<file path="src/rtl/rstc_pkg.sv">
package rstc_pkg;

    localparam int unsigned        DEF_STRETCH  = 16;
    localparam int unsigned        DEF_ADDR_W   = 24;
    localparam logic [23:0]        DEF_BOOT_VEC = 24'hFF2080;

    // registered sequencing outputs of the top level
    typedef struct packed {
        logic core_rst;
        logic fetch_go;
        logic lp_clear;
    } seq_state_t;

endpackage

</file>
<file path="src/rtl/rstc_pin_sync.sv">
module rstc_pin_sync #(
    parameter int unsigned STAGES = 2
) (
    input  logic clk,
    input  logic por_n,
    input  logic pin_n_in,
    input  logic self_pd,
    output logic pin_low,
    output logic ext_fall
);

    localparam int unsigned HIST_W = STAGES + 1;

    typedef struct packed {
        logic [STAGES-1:0] chain;
        logic              prev;
        logic [HIST_W-1:0] hist;
    } sync_t;

    sync_t sync_d, sync_q;

    logic synced;
    assign synced = sync_q.chain[STAGES-1];

    always_comb begin
        sync_d       = sync_q;
        sync_d.chain = {sync_q.chain[STAGES-2:0], pin_n_in};
        sync_d.prev  = synced;
        // remember recent own pull-down so its echo is not an edge
        sync_d.hist  = {sync_q.hist[HIST_W-2:0], self_pd};
    end

    always_ff @(posedge clk or negedge por_n) begin
        if (!por_n) begin
            sync_q.chain <= '1;
            sync_q.prev  <= 1'b1;
            sync_q.hist  <= '0;
        end else begin
            sync_q <= sync_d;
        end
    end

    assign pin_low  = ~synced;
    assign ext_fall = sync_q.prev & ~synced & ~self_pd & ~(|sync_q.hist);

endmodule

</file>
<file path="src/rtl/rstc_stretch.sv">
module rstc_stretch #(
    parameter int unsigned STRETCH = 16
) (
    input  logic clk,
    input  logic por_n,
    input  logic state_tick,
    input  logic start,
    input  logic drive_pin,
    output logic busy_next,
    output logic pd_en
);

    localparam int unsigned CNT_W = $clog2(STRETCH + 1);
    localparam logic [CNT_W-1:0] LOAD = CNT_W'(STRETCH);

    typedef struct packed {
        logic [CNT_W-1:0] cnt;
        logic             pin_mode;
    } str_t;

    str_t str_d, str_q;

    logic busy;
    assign busy = (str_q.cnt != '0);

    always_comb begin
        str_d = str_q;
        if (start) begin
            str_d.cnt      = LOAD;
            str_d.pin_mode = (busy & str_q.pin_mode) | drive_pin;
        end else if (state_tick && busy) begin
            str_d.cnt = str_q.cnt - 1'b1;
        end
        if (str_d.cnt == '0) begin
            str_d.pin_mode = 1'b0;
        end
    end

    always_ff @(posedge clk or negedge por_n) begin
        if (!por_n) begin
            str_q <= '0;
        end else begin
            str_q <= str_d;
        end
    end

    assign busy_next = (str_d.cnt != '0);
    assign pd_en     = busy & str_q.pin_mode;

    // any request reloads the full count
    a_r5_restart_loads: assert property (@(posedge clk) disable iff (!por_n)
        start |=> (str_q.cnt == LOAD));

    // the count moves only on a state tick or a new request
    a_r10_tick_only: assert property (@(posedge clk) disable iff (!por_n)
        (!state_tick && !start) |=> $stable(str_q.cnt));

    // a masked request on an idle block never drives the pin
    a_r3_masked_quiet: assert property (@(posedge clk) disable iff (!por_n)
        (start && !drive_pin && !busy) |=> !pd_en);

endmodule

</file>
<file path="src/rtl/rst_stretch_ctrl.sv">
module rst_stretch_ctrl
    import rstc_pkg::*;
#(
    parameter int unsigned NUM_REQ     = 2,
    parameter int unsigned STRETCH     = DEF_STRETCH,
    parameter int unsigned SYNC_STAGES = 2,
    parameter int unsigned ADDR_W      = DEF_ADDR_W,
    parameter logic [ADDR_W-1:0] BOOT_VEC = ADDR_W'(DEF_BOOT_VEC)
) (
    input  logic              clk,
    input  logic              por_n,
    input  logic              state_tick,
    input  logic              pin_n_in,
    input  logic [NUM_REQ-1:0] int_req,
    input  logic              int_pin_mask,
    output logic              pin_pd_en,
    output logic              core_rst,
    output logic              lp_clear,
    output logic              fetch_go,
    output logic [ADDR_W-1:0] fetch_addr
);

    logic pin_low;
    logic ext_fall;
    logic any_int;
    logic start;
    logic drive_pin;
    logic busy_next;
    logic pd_en;

    rstc_pin_sync #(
        .STAGES (SYNC_STAGES)
    ) u_sync (
        .clk      (clk),
        .por_n    (por_n),
        .pin_n_in (pin_n_in),
        .self_pd  (pd_en),
        .pin_low  (pin_low),
        .ext_fall (ext_fall)
    );

    assign any_int   = |int_req;
    assign start     = ext_fall | any_int;
    assign drive_pin = ext_fall | (any_int & ~int_pin_mask);

    rstc_stretch #(
        .STRETCH (STRETCH)
    ) u_stretch (
        .clk        (clk),
        .por_n      (por_n),
        .state_tick (state_tick),
        .start      (start),
        .drive_pin  (drive_pin),
        .busy_next  (busy_next),
        .pd_en      (pd_en)
    );

    seq_state_t seq_d, seq_q;
    logic hold;

    always_comb begin
        seq_d          = seq_q;
        hold           = start | busy_next | pin_low;
        // release only on a state-time boundary
        seq_d.core_rst = hold | (seq_q.core_rst & ~state_tick);
        seq_d.fetch_go = seq_q.core_rst & ~seq_d.core_rst;
        seq_d.lp_clear = ~seq_q.core_rst & seq_d.core_rst;
    end

    always_ff @(posedge clk or negedge por_n) begin
        if (!por_n) begin
            seq_q.core_rst <= 1'b1;
            seq_q.fetch_go <= 1'b0;
            seq_q.lp_clear <= 1'b0;
        end else begin
            seq_q <= seq_d;
        end
    end

    assign pin_pd_en  = pd_en;
    assign core_rst   = seq_q.core_rst;
    assign lp_clear   = seq_q.lp_clear;
    assign fetch_go   = seq_q.fetch_go;
    assign fetch_addr = BOOT_VEC;

    // the core is in reset whenever the pin is being pulled
    a_r4_core_covers_pd: assert property (@(posedge clk) disable iff (!por_n)
        pin_pd_en |-> core_rst);

    // release happens on a state-time boundary
    a_r4_release_on_tick: assert property (@(posedge clk) disable iff (!por_n)
        $fell(core_rst) |-> $past(state_tick));

    // fetch start follows the release and lasts one cycle
    a_r7_fetch_after_release: assert property (@(posedge clk) disable iff (!por_n)
        fetch_go |-> (!core_rst && $past(core_rst)));

    a_r7_fetch_single: assert property (@(posedge clk) disable iff (!por_n)
        fetch_go |=> !fetch_go);

    // low-power flags are cleared only on reset entry
    a_r8_lp_in_reset: assert property (@(posedge clk) disable iff (!por_n)
        lp_clear |-> (core_rst && !$past(core_rst)));

endmodule

</file>
<file path="config.mk">
export PLATFORM = sky130hd
export DESIGN_NAME = rst_stretch_ctrl
export DESIGN_NICKNAME = d
export VERILOG_FILES = /design/src/rtl/rstc_pkg.sv /design/src/rtl/rstc_pin_sync.sv /design/src/rtl/rstc_stretch.sv /design/src/rtl/rst_stretch_ctrl.sv
export SDC_FILE = /design/constraint.sdc
export NUM_CORES = 1
export LEC_CHECK = 0
export CAP_MARGIN = 40
export CORE_AREA = 4 4 81 45
export CTS_BUF_LIST = sky130_fd_sc_hd__clkbuf_8 sky130_fd_sc_hd__clkbuf_16
export CTS_CLUSTER_SIZE = 30
export DETAILED_ROUTE_END_ITERATION = 8
export DIE_AREA = 0 0 85 49
export RECOVER_POWER = 50
export SYNTH_ARGS = -nofsm -noshare
export SYNTH_HDL_FRONTEND = slang
export SYNTH_HIERARCHICAL = 1
export SYNTH_SLANG_ARGS = --single-unit
</file>
<file path="constraint.sdc">
create_clock -name clk -period 3.6 [get_ports clk]
set_input_delay 0.36 -clock clk [delete_from_list [all_inputs] [get_ports clk]]
set_output_delay 0.36 -clock clk [all_outputs]
set_load 0.005 [all_outputs]
</file>
# Yosys cells after proc, flatten, opt, wreduce, memory -nomap -nowiden

Index checks and enable logic that the tools add are counted.

Register bits after elaboration: 15
Output and inout bits: 28

$add $sub $neg: 1
Reductions and logical operators: 7
Bitwise logic cells: 21
Muxes and demuxes: 4

Operators with widths:

| kind                                             | count |
|---|---|
| 2-to-1 mux 5 bit                                 | 2 |
| nonzero test 5 bit                               | 2 |
| AND 1 bit                                        | 8 |
| NOT 1 bit                                        | 7 |
| OR 1 bit                                         | 6 |
| logical NOT 5 bit                                | 1 |
| subtractor 5 x 1 -> 5 bit, second input constant | 1 |
| OR reduction 3 bit                               | 1 |
| 2-to-1 mux 1 bit                                 | 2 |
| nonzero test 2 bit                               | 1 |
| OR reduction 2 bit                               | 1 |
| logical AND 1 bit                                | 1 |

# Depth between registers and ports, before layout

Gate-level depths: netlist of run 1.

Depth in word-level cells: 13
Depth in mapped cells: 14

# Modules after synthesis

Netlist of run 1, hierarchy kept.

Modules (own cells, without submodules):

| module           | seq. area each (um^2) | area an instance (um^2) | cells each | times used |
|---|---|---|---|---|
| rstc_stretch     | 150.1                 | 351.6                   | 36         | 1 |
| rst_stretch_ctrl | 76.3                  | 315.3                   | 38         | 1 |
| rstc_pin_sync    | 153.9                 | 177.7                   | 9          | 1 |

# Least setup slack after synthesis of run 1

OpenSTA, ideal clock, no wires.

Path type: register to register
From: register u_stretch/str_q[1] (netlist bit)
To: register fetch_go (netlist name)
Data required time: 3.532 ns
Data arrival time: 3.057 ns
Stages on the path, launching flop included: 15
Path slack: 0.475 ns
Library setup time: 0.068 ns
Path buffers: 1
Path through: dfrtp_1 > inv_1 > ha_1 > or4b_4 > and2_2 > or4b_1 > nor3_2 > nor3_2 > inv_1 > clkbuf_1 > a41oi_1 > a221oi_2 > nand2_1 > nor2_1 > and4_1

RTL lines:

| item                     | line               | source |
|---|---|---|
| start: declaration       | rstc_stretch.sv:21 | `str_t str_d, str_q;` |
| start signal: assignment | rstc_stretch.sv:43 | `str_q <= str_d;` |

==> summary.md, run 1 <==
| Metric | Value |
|---|---|
| Setup CP Type | `flop to flop` |
| Commonest non-fill, non-tap cell in the layout | `conb_1` |
| Post-route setup slack | `451 ps` |
| Max Slew Vio Count | `0` |
| Post-CTS Repair Setup Buffers | `0` |
| Cells after Synth | `83` |
| First-pass GRT wire length | `2.13 mm` |
| Worst-Margin Slew | `659 ps` |
| Final cell count without fillers | `135` |
| # fillers | `between 200 and 300` |
| Startpoint types | `flop` |
| WL per Instance | `9.44 um` |
| CP Data Arrival Time | `3330 ps` |
| Cell count after placement | `131` |
| Tmin final | `about 3100 ps` |
| Maximum VDD drop | `0.119 mV` |
| Hold Path Class | `flop to flop` |
| Total wire length | `1.27 mm` |
| Post-DRT Antenna Nets | `0` |
| Most frequent cells in the layout | `conb_1 (24), dfrtp_1 (11), clkdlybuf4s50_1 (8)` |
| I/O Pins | `35` |
| Detailed-route DRC error count | `0` |
| Row count | `14` |
| Worst clock skew | `between 2 and 3 ps` |
| Final setup TNS | `0 ps` |
| DR vias | `536` |
| Syn Area/Cell | `around 10 um2` |
| Share of layout cells above drive strength 1 | `around 16%` |
| Final period util | `87.5%` |
| Worst Setup End Kind | `flop` |
| DR vias/cell | `3.97` |
| All-Layer GR Usage | `under 10%` |
| Initial antenna violation count | `0` |
| Leak | `roughly 0.42 nW` |
| EDFF count, synth | `0` |
| R2R setup slack | `450 ps` |
| Largest net degree at the start of global routing | `16` |
| Clock Path Buffers | `2` |
| Congestion Overflow GR | `0` |
| R2r endpoint | `fetch_go` |
| Area Growth Syn to Fin | `12.0%` |
| Primary FF master, synth | `dfrtp_1` |
| Clock-pin transition on the worst setup and hold timing paths | `60 ps` |
| Diodes inserted | `0` |
| GP Congestion | `a little over 0.7` |
| CTS resizes | `0` |
| Asr flop ratio synth | `100%` |
| Width of the die | `approximately 85 um` |
| FF-to-FF path depth | `13` |
| Hold buffer count at cts | `0` |
| Yosys cell types | `28` |
| Number of synthesis warnings | `6` |
| Pwr dens | `between 300 and 400 nW/um2` |
| Final setup vio count | `0` |
| Beginning of the critical path | `u_stretch/str_q[1]` |
| Sink Count | `15` |
| Worst reg2reg path startpoint | `u_stretch/str_q[1]` |
| Final Hold Fails | `0` |
| CTS tree | `yes` |
| Register bit total from synthesis | `15` |
| Crit Path Max Fanout | `5` |
| Core area | `a little under 3000 um2` |
| RSZ-0062 raised after global routing | `false` |
| Max cap viols | `0` |
| Pre-Repair DR Iteration Count | `4` |
| Chip height | `49 um` |
| Relative slew slack | `a little under three fifths` |
| Number of global-route vias before repair | `475` |
| PortBufs | `10` |
| Initial Utilization | `approximately 29%` |
| Later-pin clock latency in the skew report | `around 240 ps` |
| Pre-CTS setup slack | `476 ps` |
| DP HPWL | `between 1 and 1.5 mm` |
| CTS root buf | `clkbuf_8` |
| Fmax | `about 0.32 GHz` |
| Die Footprint | `4170 um2` |
| H-Tree Depth | `1` |
| Sequential-to-total area share from yosys stat | `between 40 and 50%` |
| Synth Cell Area | `845 um2` |
| Status | `complete, no violations` |
| Starting DRT DRC Count | `49` |
| TritonCTS Buffers | `3` |
| Critical Path RT | `3780 ps` |
| Nets | `104` |
| CP endpoint | `fetch_go` |
[routing by layer]
metal	track usage, %	up-vias	wire length (um)
met5	0	-	0
met4	2.37	0	13
met1	7.51	248	512
met2	10.4	32	593
li1	-	254	-
met3	3.04	2	154
[cell families after synthesis]
logic type                 Yosys count  share of synthesized area (%)
buffers and inverters               30                           24.0
and+or+nand+nor                     21                           16.4
DFF                                 15                           45.0
AOI/OAI and AO/OA                   13                           11.1
other                                2                          0.889
xor gates and xnor gates             1                           1.04
adders and majority gates            1                           1.48
[power by group]
part / total, W / internal [W] / switching [W]
logic: 0.0000516 / 0.0000236 / 0.0000280
registers: 0.000192 / 0.000183 / 0.00000886
clock network: 0.000127 / 0.0000752 / 0.0000520
total: 0.000371 / 0.000282 / 0.0000889
[worst min-delay path by stage]
stage / from / end / slack [ps] / cells past startpoint
after CTS: u_sync/sync_d[5] / u_sync/sync_d[3] / 360 / 0
final: u_sync/sync_d[5] / u_sync/sync_d[3] / 360 / 0
after floorplan: por_n / fetch_go / 60 / 0
after detailed placement: u_sync/sync_d[5] / u_sync/sync_d[3] / 350 / 0
after global routing: u_sync/sync_d[5] / u_sync/sync_d[3] / 360 / 0
after global placement: u_sync/sync_d[5] / u_sync/sync_d[3] / 350 / 0
[cell type report]
type                    instances  area, um2  area share, %
clock buffers                   3       41.3           4.37
clock inverters                 1       3.75          0.397
inverters                       5       18.8           1.98
multi-input cells              60        344           36.4
flip-flops and latches         15        380           40.2
well taps                      40       50.0           5.29
repair buffers                 11        108           11.4
[cell usage after synthesis (2+ instances only)]
cell type,n,area [um2]
a21oi_1,5,25.0
nor2_1,5,18.8
dfrtp_1,11,275
inv_1,5,18.8
nand2_1,3,11.3
nor3_2,2,20.0
buf_4,24,180
conb_1,2,7.51
dfstp_2,4,105
nand2b_1,3,18.8
and2_2,2,15.0
[per-stage QoR]
step / utilization (%) / hold slack (ps) / power, W / cell area (um2)
after global routing: 32.3 / 363 / 0.000398 / 946
after detailed placement: 30.8 / 348 / 0.000247 / 901
final: 32.3 / 360 / 0.000371 / 946
after global placement: 30.8 / 348 / 0.000246 / 901
after floorplan: - / 64.4 / 0.000243 / 927
after CTS: 32.3 / 357 / 0.000378 / 946
[registers in the layout, summed over array words and instances (netlist names)]
name	cells
fetch_go	1
u_sync/sync_q	2
lp_clear	1
u_stretch/str_q	6
u_sync/sync_d	4
core_rst	1
[worst max-delay path: stages (launching register included)]
cell and delay (ps):
dfrtp_1 420, inv_1 80, ha_1 150, or4b_4 490, and2_2 240, or4b_1 480
nor3_2 170, nor3_2 110, inv_1 80, a41oi_1 60, a221oi_2 320, nand2_1 90
nor2_1 190, and4_1 210
No activity file was read; power rests on OpenSTA's default activity.
==> inputs of run 2 (changes only) <==
--- a/config.mk
+++ b/config.mk
@@ -6,11 +6,11 @@
 export NUM_CORES = 1
 export LEC_CHECK = 0
 export CAP_MARGIN = 40
-export CORE_AREA = 4 4 81 45
+export CORE_AREA = 4 4 78 44
 export CTS_BUF_LIST = sky130_fd_sc_hd__clkbuf_8 sky130_fd_sc_hd__clkbuf_16
 export CTS_CLUSTER_SIZE = 30
 export DETAILED_ROUTE_END_ITERATION = 8
-export DIE_AREA = 0 0 85 49
+export DIE_AREA = 0 0 82 48
 export RECOVER_POWER = 50
 export SYNTH_ARGS = -nofsm -noshare
 export SYNTH_HDL_FRONTEND = slang
==> run 2 against run 1 <==
- design area up 0.40%
- clock skew up 4.2 ps
- combinational power up 3%
- critical endpoint unchanged
- largest power group unchanged
==> summary.md, run 2 (synthesis results as in run 1) <==
| Metric | Value |
|---|---|
| Status | `complete, no violations` |
| Crit Path Max Fanout | `5 (unchanged)` |
| Maximum VDD drop | `0.185 mV (+55%)` |
| Commonest non-fill, non-tap cell in the layout | `conb_1` |
| # fillers | `300 (+2.4%)` |
| Largest net degree at the start of global routing | `16 (unchanged)` |
| Pre-Repair DR Iteration Count | `5 (+1)` |
| Max Slew Vio Count | `0 (unchanged)` |
| Post-layout util | `33.9% (+1.5 points)` |
| Max FFs per register | `6 (unchanged)` |
| CTS root buf | `clkbuf_8` |
| Clock-pin transition on the worst setup and hold timing paths | `60 ps (about the same)` |
| Hold Path Class | `flop to flop` |
| Chip height | `48 um (-2.0%)` |
| Most frequent cells in the layout | `conb_1 (24), dfrtp_1 (11), clkdlybuf4s50_1 (8)` |
| CTS tree | `yes` |
| DR vias | `514 (-4.1%)` |
| Congestion Overflow GR | `0 (unchanged)` |
| I/O Pins | `35 (unchanged)` |
| GP Congestion | `0.754 (+5.4%)` |
| Pre-CTS setup slack | `440 ps (-36.2 ps)` |
| RSZ-0062 raised after global routing | `false` |
| Tmin final | `3190 ps (+41.3 ps)` |
| Nets | `104 (unchanged)` |
| Die Footprint | `3940 um2 (-5.5%)` |
| WL per Instance | `10.3 um (+8.9%)` |
| Worst Setup End Kind | `flop` |
| Row count | `14 (unchanged)` |
| Diodes inserted | `0 (unchanged)` |
| Relative slew slack | `55.8% (-0.11 points)` |
| H-Tree Depth | `1 (unchanged)` |
| Sink Count | `15 (unchanged)` |
| CP max stage delay | `490 ps (about the same)` |
| Fmax | `0.313 GHz (-1.3%)` |
| First-pass GRT wire length | `2.20 mm (+3.2%)` |
| Max cap viols | `0 (unchanged)` |
| All-Layer GR Usage | `8.20% (+1.7 points)` |
| Hold Slack | `362 ps (+1.32 ps)` |
| CP Data Arrival Time | `3370 ps (+40 ps)` |
| Total wire length | `1.39 mm (+8.9%)` |
| Pwr dens | `401 nW/um2 (+2.4%)` |
| Later-pin clock latency in the skew report | `250 ps (about the same)` |
| Detailed-route DRC error count | `0 (unchanged)` |
| CTS resizes | `0 (unchanged)` |
| Final setup vio count | `0 (unchanged)` |
| Reg with most FFs | `u_stretch/str_q` |
| DP HPWL | `1.15 mm (+12%)` |
| Critical Path RT | `3780 ps (about the same)` |
| Area Growth Syn to Fin | `12.4%` |
| Post-DRT Antenna Nets | `0 (unchanged)` |
| Leak | `0.410 nW (-1.2%)` |
| Tot Pwr | `0.000381 W (+2.8%)` |
| Number of global-route vias before repair | `465 (-2.1%)` |
| Share of layout cells above drive strength 1 | `16.8% (+1.1 points)` |
| Initial antenna violation count | `0 (unchanged)` |
| Worst clock skew | `6.77 ps (+4.22 ps)` |
| Post-route setup slack | `410 ps (-41.3 ps)` |
| R2R setup slack | `410 ps (-40 ps)` |
| Startpoint types | `flop` |
| Initial Utilization | `30.1% (+1.3 points)` |
| Starting DRT DRC Count | `13 (-73%)` |
| Core area | `2800 um2 (-4.2%)` |
| PortBufs | `10 (unchanged)` |
| Final setup TNS | `0 ps (unchanged)` |
| Worst path slowest cell | `or4b_4` |
| DR vias/cell | `3.81 (-4.1%)` |
| Final period util | `88.6% (+1.1 points)` |
| Clock Path Buffers | `2 (unchanged)` |
| Final Hold Fails | `0 (unchanged)` |
| Hold buffer count at cts | `0 (unchanged)` |
| Cell Chain, Critical Path | `inv_1, ha_1, or4b_4, and2_2, or4b_1, nor3_2, nor3_2, inv_1, a41oi_1, a221oi_2, nand2_1, nor2_1, and4_1` |
| Width of the die | `82 um (-3.5%)` |
| TritonCTS Buffers | `3 (unchanged)` |
| Post-CTS Repair Setup Buffers | `0 (unchanged)` |
| Setup CP Type | `flop to flop` |
| Worst-Margin Slew | `660 ps (+1.59 ps)` |
-- run 2: cell types whose count changed in the layout (fill, tap and decap cells not counted), sizes merged --
cell      change
clkinvlp      +1
inv           -1
-- run 2: worst paths after layout --
kind,start,to,cells past startpoint
hold / removal,u_sync/sync_d[5],u_sync/sync_d[3],0
setup reg to reg,u_stretch/str_q[1],fetch_go,13
hold reg to reg,u_sync/sync_d[5],u_sync/sync_d[3],0
setup / recovery,u_stretch/str_q[1],fetch_go,13
min in group asynchronous,por_n,u_sync/sync_d[1],1
max in group asynchronous,por_n,lp_clear,1
-- run 2: critical path, delay by kind of cell (launching register included) --
kind	cells	cell delay (ps)
flops	1	430
fa+ha+maj	1	180
compound gates	2	350
buf+inv	2	160
simple gates	8	2000
-- run 2: power breakdown --
part            total, W  leakage, nW  internal (W)  switching, W
clock           0.000136       0.0217     0.0000776     0.0000587
sequential      0.000192        0.173      0.000183    0.00000901
combinational  0.0000529        0.216     0.0000238     0.0000291
-- run 2: metal layers --
layer,vias to the layer above,wire (um),track usage (%)
met1,239,663,10.5
met3,2,129,5.08
met5,-,0,0
met2,21,586,11.7
met4,0,8,1.99
li1,252,-,-
-- run 2: area by class of cell --
| cell class | count | area (um2) | share of cell area, % |
|---|---|---|---|
| sequential | 15 | 380 | 40.1 |
| multi-input combinational | 60 | 344 | 36.2 |
| inverter | 5 | 18.8 | 1.98 |
| timing repair buffer | 11 | 108 | 11.3 |
| tap | 40 | 50.0 | 5.27 |
| clock inverter | 1 | 7.51 | 0.791 |
| clock buffer | 3 | 41.3 | 4.35 |
-- run 2: stage by stage --
stage | area (um2) | cells
2_1_floorplan | 927 | 105
3_3_place_gp | 901 | 131
3_5_place_dp | 901 | 131
4_1_cts | 950 | 135
5_1_grt | 950 | 135
6_report | 950 | 135
==> inputs of run 3 (changes only) <==
--- a/config.mk
+++ b/config.mk
@@ -12,6 +12,7 @@
 export DETAILED_ROUTE_END_ITERATION = 8
 export DIE_AREA = 0 0 82 48
 export RECOVER_POWER = 50
+export SKIP_CTS_REPAIR_TIMING = 1
 export SYNTH_ARGS = -nofsm -noshare
 export SYNTH_HDL_FRONTEND = slang
 export SYNTH_HIERARCHICAL = 1
==> results of run 3 <==
Final layout, timing and power as in run 2 (identical DEF).
